**config.mk**
```make
export PLATFORM = sky130hd
export DESIGN_NAME = sar_bus_ctrl
export DESIGN_NICKNAME = d
export VERILOG_FILES = /design/src/rtl/sar_bus_ctrl.sv
export SDC_FILE = /design/constraint.sdc
export NUM_CORES = 1
export LEC_CHECK = 0
export BUFFER_PORTS_ARGS = -buffer_cell sky130_fd_sc_hd__buf_2
export CORE_ASPECT_RATIO = 1.25
export CORE_MARGIN = 3
export CORE_UTILIZATION = 55
export DETAILED_ROUTE_END_ITERATION = 16
export PLACE_DENSITY = 0.79
export SLEW_MARGIN = 0
export SYNTH_ARGS = -nofsm -noshare
export SYNTH_HDL_FRONTEND = slang
export SYNTH_SLANG_ARGS = --single-unit
```
**constraint.sdc**
```tcl
create_clock -name clk -period 2.22 [get_ports clk]
set_input_delay 0 -clock clk [delete_from_list [all_inputs] [get_ports clk]]
set_output_delay 0 -clock clk [all_outputs]
set_load 0.01 [all_outputs]
```
**src/rtl/sar_bus_ctrl.sv**
```systemverilog
module sar_bus_ctrl #(
  parameter int W = 8,
  parameter int HOLD_EDGE = 3
) (
  input  logic         clk,
  input  logic         rst_n,
  input  logic         cs_n,
  input  logic         rd_n,
  input  logic [1:0]   mode,
  input  logic         comp_hi,
  output logic [W-1:0] dac_code,
  output logic         hold,
  output logic         busy_n,
  output logic [W-1:0] data_out,
  output logic         data_oe
);
  localparam int BW = (W > 1) ? $clog2(W) : 1;
  localparam int CW = (HOLD_EDGE > 2) ? $clog2(HOLD_EDGE) : 1;
  localparam logic [W-1:0] HALF = {1'b1, {(W-1){1'b0}}};
  localparam logic [1:0] M_FREE = 2'b00;
  localparam logic [1:0] M_SLOW = 2'b01;

  logic          busy_q, acq_q, hold_q, req_q;
  logic [CW-1:0] cnt;
  logic [BW-1:0] bitp;
  logic [W-1:0]  sar, sar_dec, out_q;
  logic          req, host_start, start;

  assign req        = ~cs_n & ~rd_n;
  assign host_start = req & ~req_q & ~busy_q & (mode != M_FREE);
  assign start      = host_start | (~busy_q & (mode == M_FREE));

  always_comb begin
    sar_dec = sar;
    sar_dec[bitp] = comp_hi;
    if (bitp != '0) sar_dec[bitp - 1'b1] = 1'b1;
  end

  always_ff @(posedge clk or negedge rst_n) begin
    if (!rst_n) begin
      busy_q <= 1'b0;
      acq_q  <= 1'b0;
      hold_q <= 1'b0;
      req_q  <= 1'b0;
      cnt    <= '0;
      bitp   <= '0;
      sar    <= HALF;
      out_q  <= '0;
    end else begin
      req_q <= req;
      if (start) begin
        busy_q <= 1'b1;
        acq_q  <= 1'b1;
        cnt    <= CW'(1);
        sar    <= HALF;
      end else if (busy_q) begin
        if (acq_q) begin
          if (cnt == CW'(HOLD_EDGE - 1)) begin
            acq_q  <= 1'b0;
            hold_q <= 1'b1;
            bitp   <= BW'(W - 1);
          end else begin
            cnt <= cnt + 1'b1;
          end
        end else if (bitp == '0) begin
          out_q  <= sar_dec;
          busy_q <= 1'b0;
          hold_q <= 1'b0;
          sar    <= HALF;
        end else begin
          sar  <= sar_dec;
          bitp <= bitp - 1'b1;
        end
      end
    end
  end

  assign dac_code = sar;
  assign hold     = hold_q;
  assign busy_n   = ~(busy_q | host_start);
  assign data_oe  = req & ((mode == M_SLOW) ? busy_n : 1'b1);
  assign data_out = data_oe ? out_q : '0;
endmodule

```
==> results of run 1 <==
==> per-stage QoR <==
step	instances	cell area [sq um]	hold slack (ps)	power [W]	setup slack [ps]
floorplan	152	1470	-296	0.00191	325
global placement	203	1580	16.8	0.00213	535
CTS	210	1640	87.4	0.00238	416
global route	210	1640	134	0.00261	188
detailed placement	203	1580	18.0	0.00218	409
finish	210	1640	91.1	0.00238	373
==> layer usage <==
layer	routed length [um]	part of all wire [%]
met3	113	3.8
met1	1290	44
met5	0	0
met2	1500	50
met4	71	2.4
==> tightest hold or removal path, cell delays in order <==
cell and delay, ps:
buf_2 120, nor3_4 60, nor3_1 130, nor2_1 70
==> placed cells by master, fill, tap and decap left out, types with 3 or more instances in the layout <==
cell type	synthesis	routed
buf_2	2	25
dfrtp_1	24	24
nor2_1	22	22
a21oi_1	11	11
and2_1	9	9
mux2i_1	9	9
inv_1	8	8
nand2_1	6	6
nor3_1	5	5
o21ai_0	5	5
nand3b_1	3	3
a221o_1	3	3
nor3b_1	3	3
ha_1	3	3
clkbuf_4	0	3
dlygate4sd3_1	0	3
==> power by group <==
part | leakage [nW] | switching (W) | internal, W
sequential | 0.294 | 0.000194 | 0.000665
clock | 0.0150 | 0.000134 | 0.0000703
combinational | 0.480 | 0.000732 | 0.000582
total | 0.789 | 0.00106 | 0.00132
==> worst paths after layout <==
path | startpoint | endpoint | slack [ps] | depth (start not counted)
max in group asynchronous | rst_n | dac_code[7] | 1680 | 2
max reg2reg | bitp[1] | dac_code[7] | 370 | 6
min | rd_n | acq_q | 90 | 4
min reg2reg | dac_code[3] | dac_code[3] | 530 | 1
max | bitp[1] | dac_code[7] | 370 | 6
min in group asynchronous | rst_n | bitp[1] | 170 | 2
==> kinds of logic after synthesis <==
family	share of synthesized area, %
AND/OR/NAND/NOR	24.0
AO/OA/AOI/OAI	17.2
flip-flops	42.7
buffers and inverters	6.81
multiplexers	6.13
adder cells (fa/ha/maj)	2.56
XOR/XNOR	0.596
==> what timing repair did <==
item                                    CTS  global route
endpoints found under the hold margin    25             0
endpoints found under the setup margin    0             0
hold buffers                              3             0
==> flip-flops by register name, summed over array words and instances (netlist names) <==
register	count
out_q	8
dac_code	8
busy_q	1
cnt	2
bitp	3
acq_q	1
hold	1
req_q	1
==> area by class of cell <==
class	count	area [sq um]	area share, %
Clock buffer	4	26.3	1.60
Inverter	9	33.8	2.06
Tap cell	33	41.3	2.52
Timing Repair Buffer	30	170	10.4
Multi-Input combinational cell	109	742	45.2
Sequential cell	25	627	38.2
==> out/results.txt, run 1 <==
drt via density - 5.51
via count - 1157
layout cells sized above 1 - 23.7%
Final Hold Fails - 0
final setup TNS - 0 ps
Post-synth top cells - dfrtp_1 (24), nor2_1 (22), a21oi_1 (11)
initial antenna violation count - 0
GR Util met1 - 25.5%
met2 GRT Util - 34.0%
power density cells - 1450 mW/mm^2
Hold Path Class - in2reg
CP Max Fanout - 11
nets - 188
Global Route Usage Sum - 20.5%
Post-CTS Setup Repair Bufs - 0
actual slew at the worst max-slew pin - 536 ps
Post-route DRC - 0
Max-Cap Viols - 0
drt total wl - 2970 um
ANT nets after route - 0
first-pass GRT wire length - 5080 um
cts bufs inserted - 3
post-route minimum period - 1850 ps
worst skew pair latency - 320 ps
ys flop type - dfrtp_1
HPWL Detailed - 2180 um
Yosys top cell by area - dfrtp_1
P_leak - 0.789 nW
Synth Cell Area - 0.00147 sq mm
Die Y - 63.8 um
sequential-to-total area share from yosys stat - 42.7%
CP max stage cell - dfrtp_1
total gr overflow - 0
Synth-to-Final Area Change - 11.7%
YS warnings - 0
std cell rows - 20
RSZ-0062 raised after global routing - no
Synth cell types - 42
FILL cells - 213
Die X - 52.2 um
number of synthesized flops with an enable pin - 0
Clock Skew - 10.5 ps
GRT busiest layer - met2
Seq cells post-synth - 25
Worst EP arrival - 2080 ps
synth top area cells - dfrtp_1 (41%), mux2i_1 (6.1%), nor2_1 (5.6%)
Net Count, Synth - 162
Initial DRC Count - 28
IO Port Bufs - 25
CP Class - reg2reg
pin count of the biggest net entering global routing - 26
CTS tree - done
utilization after layout - 65.6%
peak supply drop - 0.00101 V
async set or reset register ratio after synthesis - 100%
vias in the first global route - 1105
crit path buf inv count - 1
Starting Density - 58.7%
Slew Viols, Final - 0
IO Pins - 26
Pre-Repair DR Iteration Count - 4
Fmax - 541 MHz
H-tree depth - 1
Synth top area share - 40.9%
count leader, synth - dfrtp_1
post_cts resized - 0
CP peak stage delay - 530 ps
outcome - finished clean
final setup vio count - 0
die footprint - 0.00333 sq mm
worst-path cell chain - inv_1, ha_1, nand2b_1, mux2i_1, a2111oi_0, a221oi_1
Worst setup SP type - flop
CTS root buf - clkbuf_4
CTS sink count - 25
Gate Count Post-Synth - 152
wire per inst - 14.2 um
CTS Buffer Depth - 2
Clock Pin Slew Worst Setup and Hold Paths - 140 ps
M3 GR Usage - 3.03%
CP required - 2460 ps
delay-heaviest family, CP - flip-flops
diode count - 0
Final period util - 83.2%
Synth Area per Inst - 9.66 sq um
GPL Wtd Cong - 0.806
Placeable Area - 0.00250 sq mm
Worst Setup End Kind - flop
max_slew headroom - 64.3%
Power figures use the tool's default switching activity.
==> run 2: changes to the inputs <==
clock period = 1.8 ns   (was 2.22 ns; I/O delays follow)
==> run 2 against run 1 <==
Core utilization grew 0.65 points. Cell count rose by 0.95%. Sequential share of layout area fell by 0.38 points. Total power rose by 25%. Combinational power is 29% higher. First-iteration DRC count up 75%. Global-route usage rose by 0.80 points. Critical path depth is the same. Cell area rose by 0.99%. Non-clock buffer count is 2 higher. Maximum frequency increased by 7.3%. Largest power group unchanged. Highest routed layer unchanged.
==> out/results.txt, run 2 (same netlist as run 1, synthesis figures left out) <==
outcome - finished clean
actual slew at the worst max-slew pin - 555 ps (+19.1 ps)
max_slew headroom - 63.0% (-1.3 points)
GPL Wtd Cong - 0.901 (+12%)
Synth-to-Final Area Change - 12.8%
Starting Density - 58.7% (unchanged)
commonest non-fill, non-tap cell in the layout - buf_2
std cell rows - 20 (unchanged)
worst skew pair latency - 320 ps (about the same)
final setup vio count - 0 (unchanged)
vias in the first global route - 1197 (+8.3%)
CP peak stage delay - 500 ps (-30 ps)
HPWL Detailed - 2270 um (+4.4%)
Worst EP arrival - 1970 ps (-110 ps)
layout cells sized above 1 - 24.6% (+0.85 points)
IO Pins - 26 (unchanged)
drt via density - 5.76 (+4.6%)
wire per inst - 14.6 um (+3.0%)
Clock Pin Slew Worst Setup and Hold Paths - 140 ps (about the same)
Post-route DRC - 0 (unchanged)
Slew Viols, Final - 0 (unchanged)
CP Max Fanout - 4 (-7)
total gr overflow - 0 (unchanged)
Global Route Usage Sum - 21.3% (+0.80 points)
diode count - 0 (unchanged)
Clock Skew - 11.0 ps (+0.503 ps)
Worst Setup End Kind - flop
Post-Layout Cell Count - 212 (+0.95%)
Hold Path Class - in2reg
delay-heaviest family, CP - compound AO/OA/AOI/OAI gates
post-route minimum period - 1720 ps (-126 ps)
CP Class - reg2reg
multi-input logic area - 743 sq um (+0.17%)
Fmax - 581 MHz (+7.3%)
CP max stage cell - a2111oi_1
Pre-Repair DR Iteration Count - 7 (+3)
Register Area - 627 sq um (unchanged)
FILL cells - 222 (+4.2%)
Max-Cap Viols - 0 (unchanged)
pin count of the biggest net entering global routing - 26 (unchanged)
initial antenna violation count - 0 (unchanged)
worst-path cell chain - inv_1, ha_1, nand2b_1, mux2i_1, a2111oi_1, a221oi_1
Final Hold Fails - 0 (unchanged)
power density cells - 1800 mW/mm^2 (+24%)
CP required - 2050 ps (-410 ps)
first-pass GRT wire length - 5380 um (+6.0%)
Initial DRC Count - 49 (+75%)
crit path buf inv count - 1 (unchanged)
final worst slack - 78.4 ps (-294 ps)
Worst setup SP type - flop
CTS Buffer Depth - 2 (unchanged)
Post-CTS Setup Repair Bufs - 0 (unchanged)
Die X - 52.2 um (unchanged)
Placeable Area - 0.00250 sq mm (unchanged)
die footprint - 0.00333 sq mm (unchanged)
nets - 190 (+1.1%)
drt total wl - 3090 um (+3.9%)
ANT nets after route - 0 (unchanged)
IO Port Bufs - 25 (unchanged)
CTS sink count - 25 (unchanged)
Die Y - 63.8 um (unchanged)
CTS tree - done
H-tree depth - 1 (unchanged)
peak supply drop - 0.00109 V (+7.9%)
dpl cells - 205 (+0.99%)
via count - 1222 (+5.6%)
RSZ-0062 raised after global routing - yes
CTS root buf - clkbuf_4
cts bufs inserted - 3 (unchanged)
Setup Slack @ Placement - 70.2 ps (-339 ps)
Final period util - 95.6% (+12 points)
P_leak - 0.798 nW (+1.1%)
commonest cells after routing, fill and taps aside - buf_2 (25), dfrtp_1 (24), nor2_1 (22)
## run 2: cell count changes in the layout (fill, tap and decap cells not counted), sizes merged
cell,change
buf,+2
## run 2: worst paths after layout
kind	start	to	slack, ps	cells after the start
max reg2reg	bitp[0]	dac_code[7]	80	6
max in group asynchronous	rst_n	out_q[0]	1240	2
max	bitp[0]	dac_code[7]	80	6
min reg2reg	out_q[3]	out_q[3]	530	2
min in group asynchronous	rst_n	hold	180	2
min	mode[0]	acq_q	110	4
## run 2: tightest hold or removal path: stages
cell,delay [ps]
buf_2,90
nor2_1,60
nor3_1,180
nor2_1,70
## run 2: final cells by class
cell class / instances / area share, %
Multi-Input combinational cell: 109 / 44.9
Clock buffer: 4 / 1.59
Sequential cell: 25 / 37.8
Timing Repair Buffer: 32 / 11.2
Tap cell: 33 / 2.49
Inverter: 9 / 2.04
## run 2: routing by layer
layer | vias up | global-route usage, % | part of all wire [%]
met2 | 33 | 37.3 | 52
met4 | 0 | 8.31 | 2.2
li1 | 589 | - | -
met1 | 593 | 25.9 | 42
met3 | 7 | 2.56 | 3.8
met5 | - | 0 | 0
## run 2: repair_timing
item | CTS | global route
endpoints found under the hold margin | 25 | 0
resized for setup | 0 | 1
setup endpoints to repair | 0 | 3
hold buffers | 3 | 0
## run 2: where the power goes
| part | switching (W) | internal, W | leakage (nW) | total, W |
|---|---|---|---|---|
| sequential | 0.000214 | 0.000821 | 0.294 | 0.00103 |
| combinational | 0.000950 | 0.000741 | 0.489 | 0.00169 |
| clock | 0.000169 | 0.0000867 | 0.0150 | 0.000256 |
## run 2: stage by stage
stage                     utilization [%]  cell area, sq um  power (W)  hold WS, ps  setup TNS, ps
after floorplan                         -              1470    0.00236         -296              0
after global placement               63.9              1600    0.00268         19.7              0
after detailed placement             63.9              1600    0.00273         18.9              0
after CTS                            66.1              1660    0.00299         93.3              0
after global routing                 66.2              1660    0.00327          102          -18.4
final                                66.2              1660    0.00298          109              0
==> run 3: changes to the inputs <==
BUFFER_PORTS_ARGS = unset   (was -buffer_cell sky130_fd_sc_hd__buf_2)
CORE_UTILIZATION = 62   (was 55)
DONT_BUFFER_PORTS = 1   (was unset)
PLACE_DENSITY = 0.78   (was 0.79)
==> run 3 against run 2 <==
Sequential cell count stayed put. Sequential power is 8% higher. Maximum frequency is 0.69% higher. Largest cell class unchanged. Largest power group unchanged.
==> out/results.txt, run 3 (same netlist as run 1, synthesis figures left out) <==
Setup Slack @ Placement - 10.9 ps (-59.3 ps)
Hold Path Class - in2reg
std cell rows - 19 (-5.0%)
Clock Power Share - 8.7% (about the same)
worst skew pair latency - 330 ps (about the same)
commonest cells after routing, fill and taps aside - nor2_1 (22), dfrtp_1 (22), a21oi_1 (10)
CTS tree - done
vias in the first global route - 1198 (+0.084%)
nets - 174 (-8.4%)
CP Class - reg2reg
CP required - 2040 ps (about the same)
CTS root buf - clkbuf_4
max_slew headroom - 76.2% (+13 points)
dpl cells - 181 (-12%)
FILL cells - 169 (-24%)
CP Max Fanout - 5 (+1)
cts bufs inserted - 3 (unchanged)
Post-route DRC - 0 (unchanged)
die footprint - 0.00299 sq mm (-10%)
outcome - finished clean
Pre-Repair DR Iteration Count - 4 (-3)
diode count - 0 (unchanged)
Slew Viols, Final - 0 (unchanged)
Fmax - 585 MHz (+0.69%)
H-tree depth - 1 (unchanged)
Final period util - 95.0% (-0.66 points)
NetSw - 0.00138 W (+3.6%)
pin count of the biggest net entering global routing - 26 (unchanged)
CTS sink count - 25 (unchanged)
Die Y - 60.4 um (-5.3%)
Die X - 49.5 um (-5.2%)
Placeable Area - 0.00223 sq mm (-11%)
final setup vio count - 0 (unchanged)
peak supply drop - 0.00127 V (+16%)
Max-Cap Viols - 0 (unchanged)
GPL Wtd Cong - 0.856 (-5.0%)
M3 GR Usage - 5.41% (+2.8 points)
via count - 1126 (-7.9%)
IO Pins - 26 (unchanged)
Clock Pin Slew Worst Setup and Hold Paths - 150 ps (about the same)
Final Cell Area - 0.00167 sq mm (+0.53%)
CTS Buffer Depth - 2 (unchanged)
Initial DRC Count - 15 (-69%)
Power, Total - 0.00310 W (+4.0%)
actual slew at the worst max-slew pin - 347 ps (-208 ps)
Starting Density - 65.7% (+7.0 points)
initial antenna violation count - 0 (unchanged)
layout cells sized above 1 - 19.6% (-4.9 points)
placed inst area - 0.00151 sq mm (-5.8%)
worst-path cell chain - inv_1, ha_2, nand2b_1, mux2i_4, a2111oi_0, a221oi_1
met2 GRT Util - 42.9% (+5.6 points)
P_leak - 0.731 nW (-8.3%)
first-pass GRT wire length - 5460 um (+1.5%)
Synth-to-Final Area Change - 13.4%
GR Util met1 - 28.1% (+2.2 points)
crit path buf inv count - 1 (unchanged)
Reg power frac - 35.9% (+1.2 points)
Worst EP arrival - 1950 ps (-20 ps)
CP max stage cell - dfrtp_2
ANT nets after route - 0 (unchanged)
Post-Layout Cell Count - 194 (-8.5%)
total gr overflow - 0 (unchanged)
Clock Skew - 8.09 ps (-2.95 ps)
delay-heaviest family, CP - flip-flops
CP peak stage delay - 470 ps (-30 ps)
Global Route Usage Sum - 24.2% (+3.0 points)
Sw Ratio - 44.5% (-0.19 points)
power density cells - 1860 mW/mm^2 (+3.5%)
IO Port Bufs - 0 (-100%)
Final Hold Fails - 0 (unchanged)
Worst setup SP type - flop
drt via density - 5.80 (+0.69%)
Worst Setup End Kind - flop
GRT busiest layer - met2
final worst slack - 90.2 ps (+11.8 ps)
post-route minimum period - 1710 ps (-11.8 ps)
drt total wl - 3120 um (+0.94%)
HPWL Detailed - 2280 um (+0.27%)
internal power - 0.00172 W (+4.4%)
wire per inst - 16.1 um (+10%)
combinational power share - 55.4% (-1.3 points)
[run 3: tightest hold or removal path: stages]
cell and delay (ps):
nor2_1 180, nor3_2 110, nor2_1 90
[run 3: cell type report]
cell class / instances / area, sq um / share of cell area, %
clock buffers: 3 / 22.5 / 1.35
clock inverters: 1 / 7.51 / 0.451
inverters: 9 / 33.8 / 2.03
multi-input cells: 109 / 773 / 46.4
flip-flops and latches: 25 / 629 / 37.8
well taps: 31 / 38.8 / 2.33
repair buffers: 16 / 160 / 9.62
[run 3: path summary, 6_finish.rpt]
| check | startpoint | end | slack [ps] | cells after the start |
|---|---|---|---|---|
| min reg2reg | out_q[0] | out_q[0] | 540 | 2 |
| max in group asynchronous | rst_n | dac_code[7] | 1470 | 2 |
| max | bitp[0] | dac_code[7] | 90 | 6 |
| min in group asynchronous | rst_n | acq_q | 90 | 2 |
| min | mode[1] | busy_q | 80 | 3 |
| max reg2reg | bitp[0] | dac_code[7] | 90 | 6 |
[run 3: timing repair]
item                       CTS  global route
cloned                       0             0
setup endpoints to repair    1             9
pin swaps                    0             1
hold buffers                 7             0
resized for setup            1             7
hold endpoints to repair    39             0
buffers inserted             0             2
[run 3: stage by stage]
| step | util (%) | hold WS, ps | setup TNS, ps |
|---|---|---|---|
| after floorplan | - | -296 | 0 |
| after global placement | 67.4 | -295 | 0 |
| after detailed placement | 67.4 | -295 | 0 |
| after CTS | 72.5 | 74.2 | 0 |
| after global routing | 74.5 | 95.4 | -5.28 |
| final | 74.5 | 75.4 | 0 |
[run 3: power groups by stage]
stage          sequential (W)  clock (W)  combinational [W]
2_1_floorplan        0.000989          0            0.00137
3_3_place_gp          0.00110          0            0.00151
3_5_place_dp          0.00111          0            0.00156
4_1_cts               0.00110   0.000269            0.00161
5_1_grt               0.00116   0.000288            0.00193
6_report              0.00111   0.000269            0.00172
[run 3: per-layer routing]
metal  vias up  part of all wire [%]
met5         -                     0
met4         0                   1.6
met3         6                   3.5
met2        17                    53
met1       542                    42
li1        561                     -
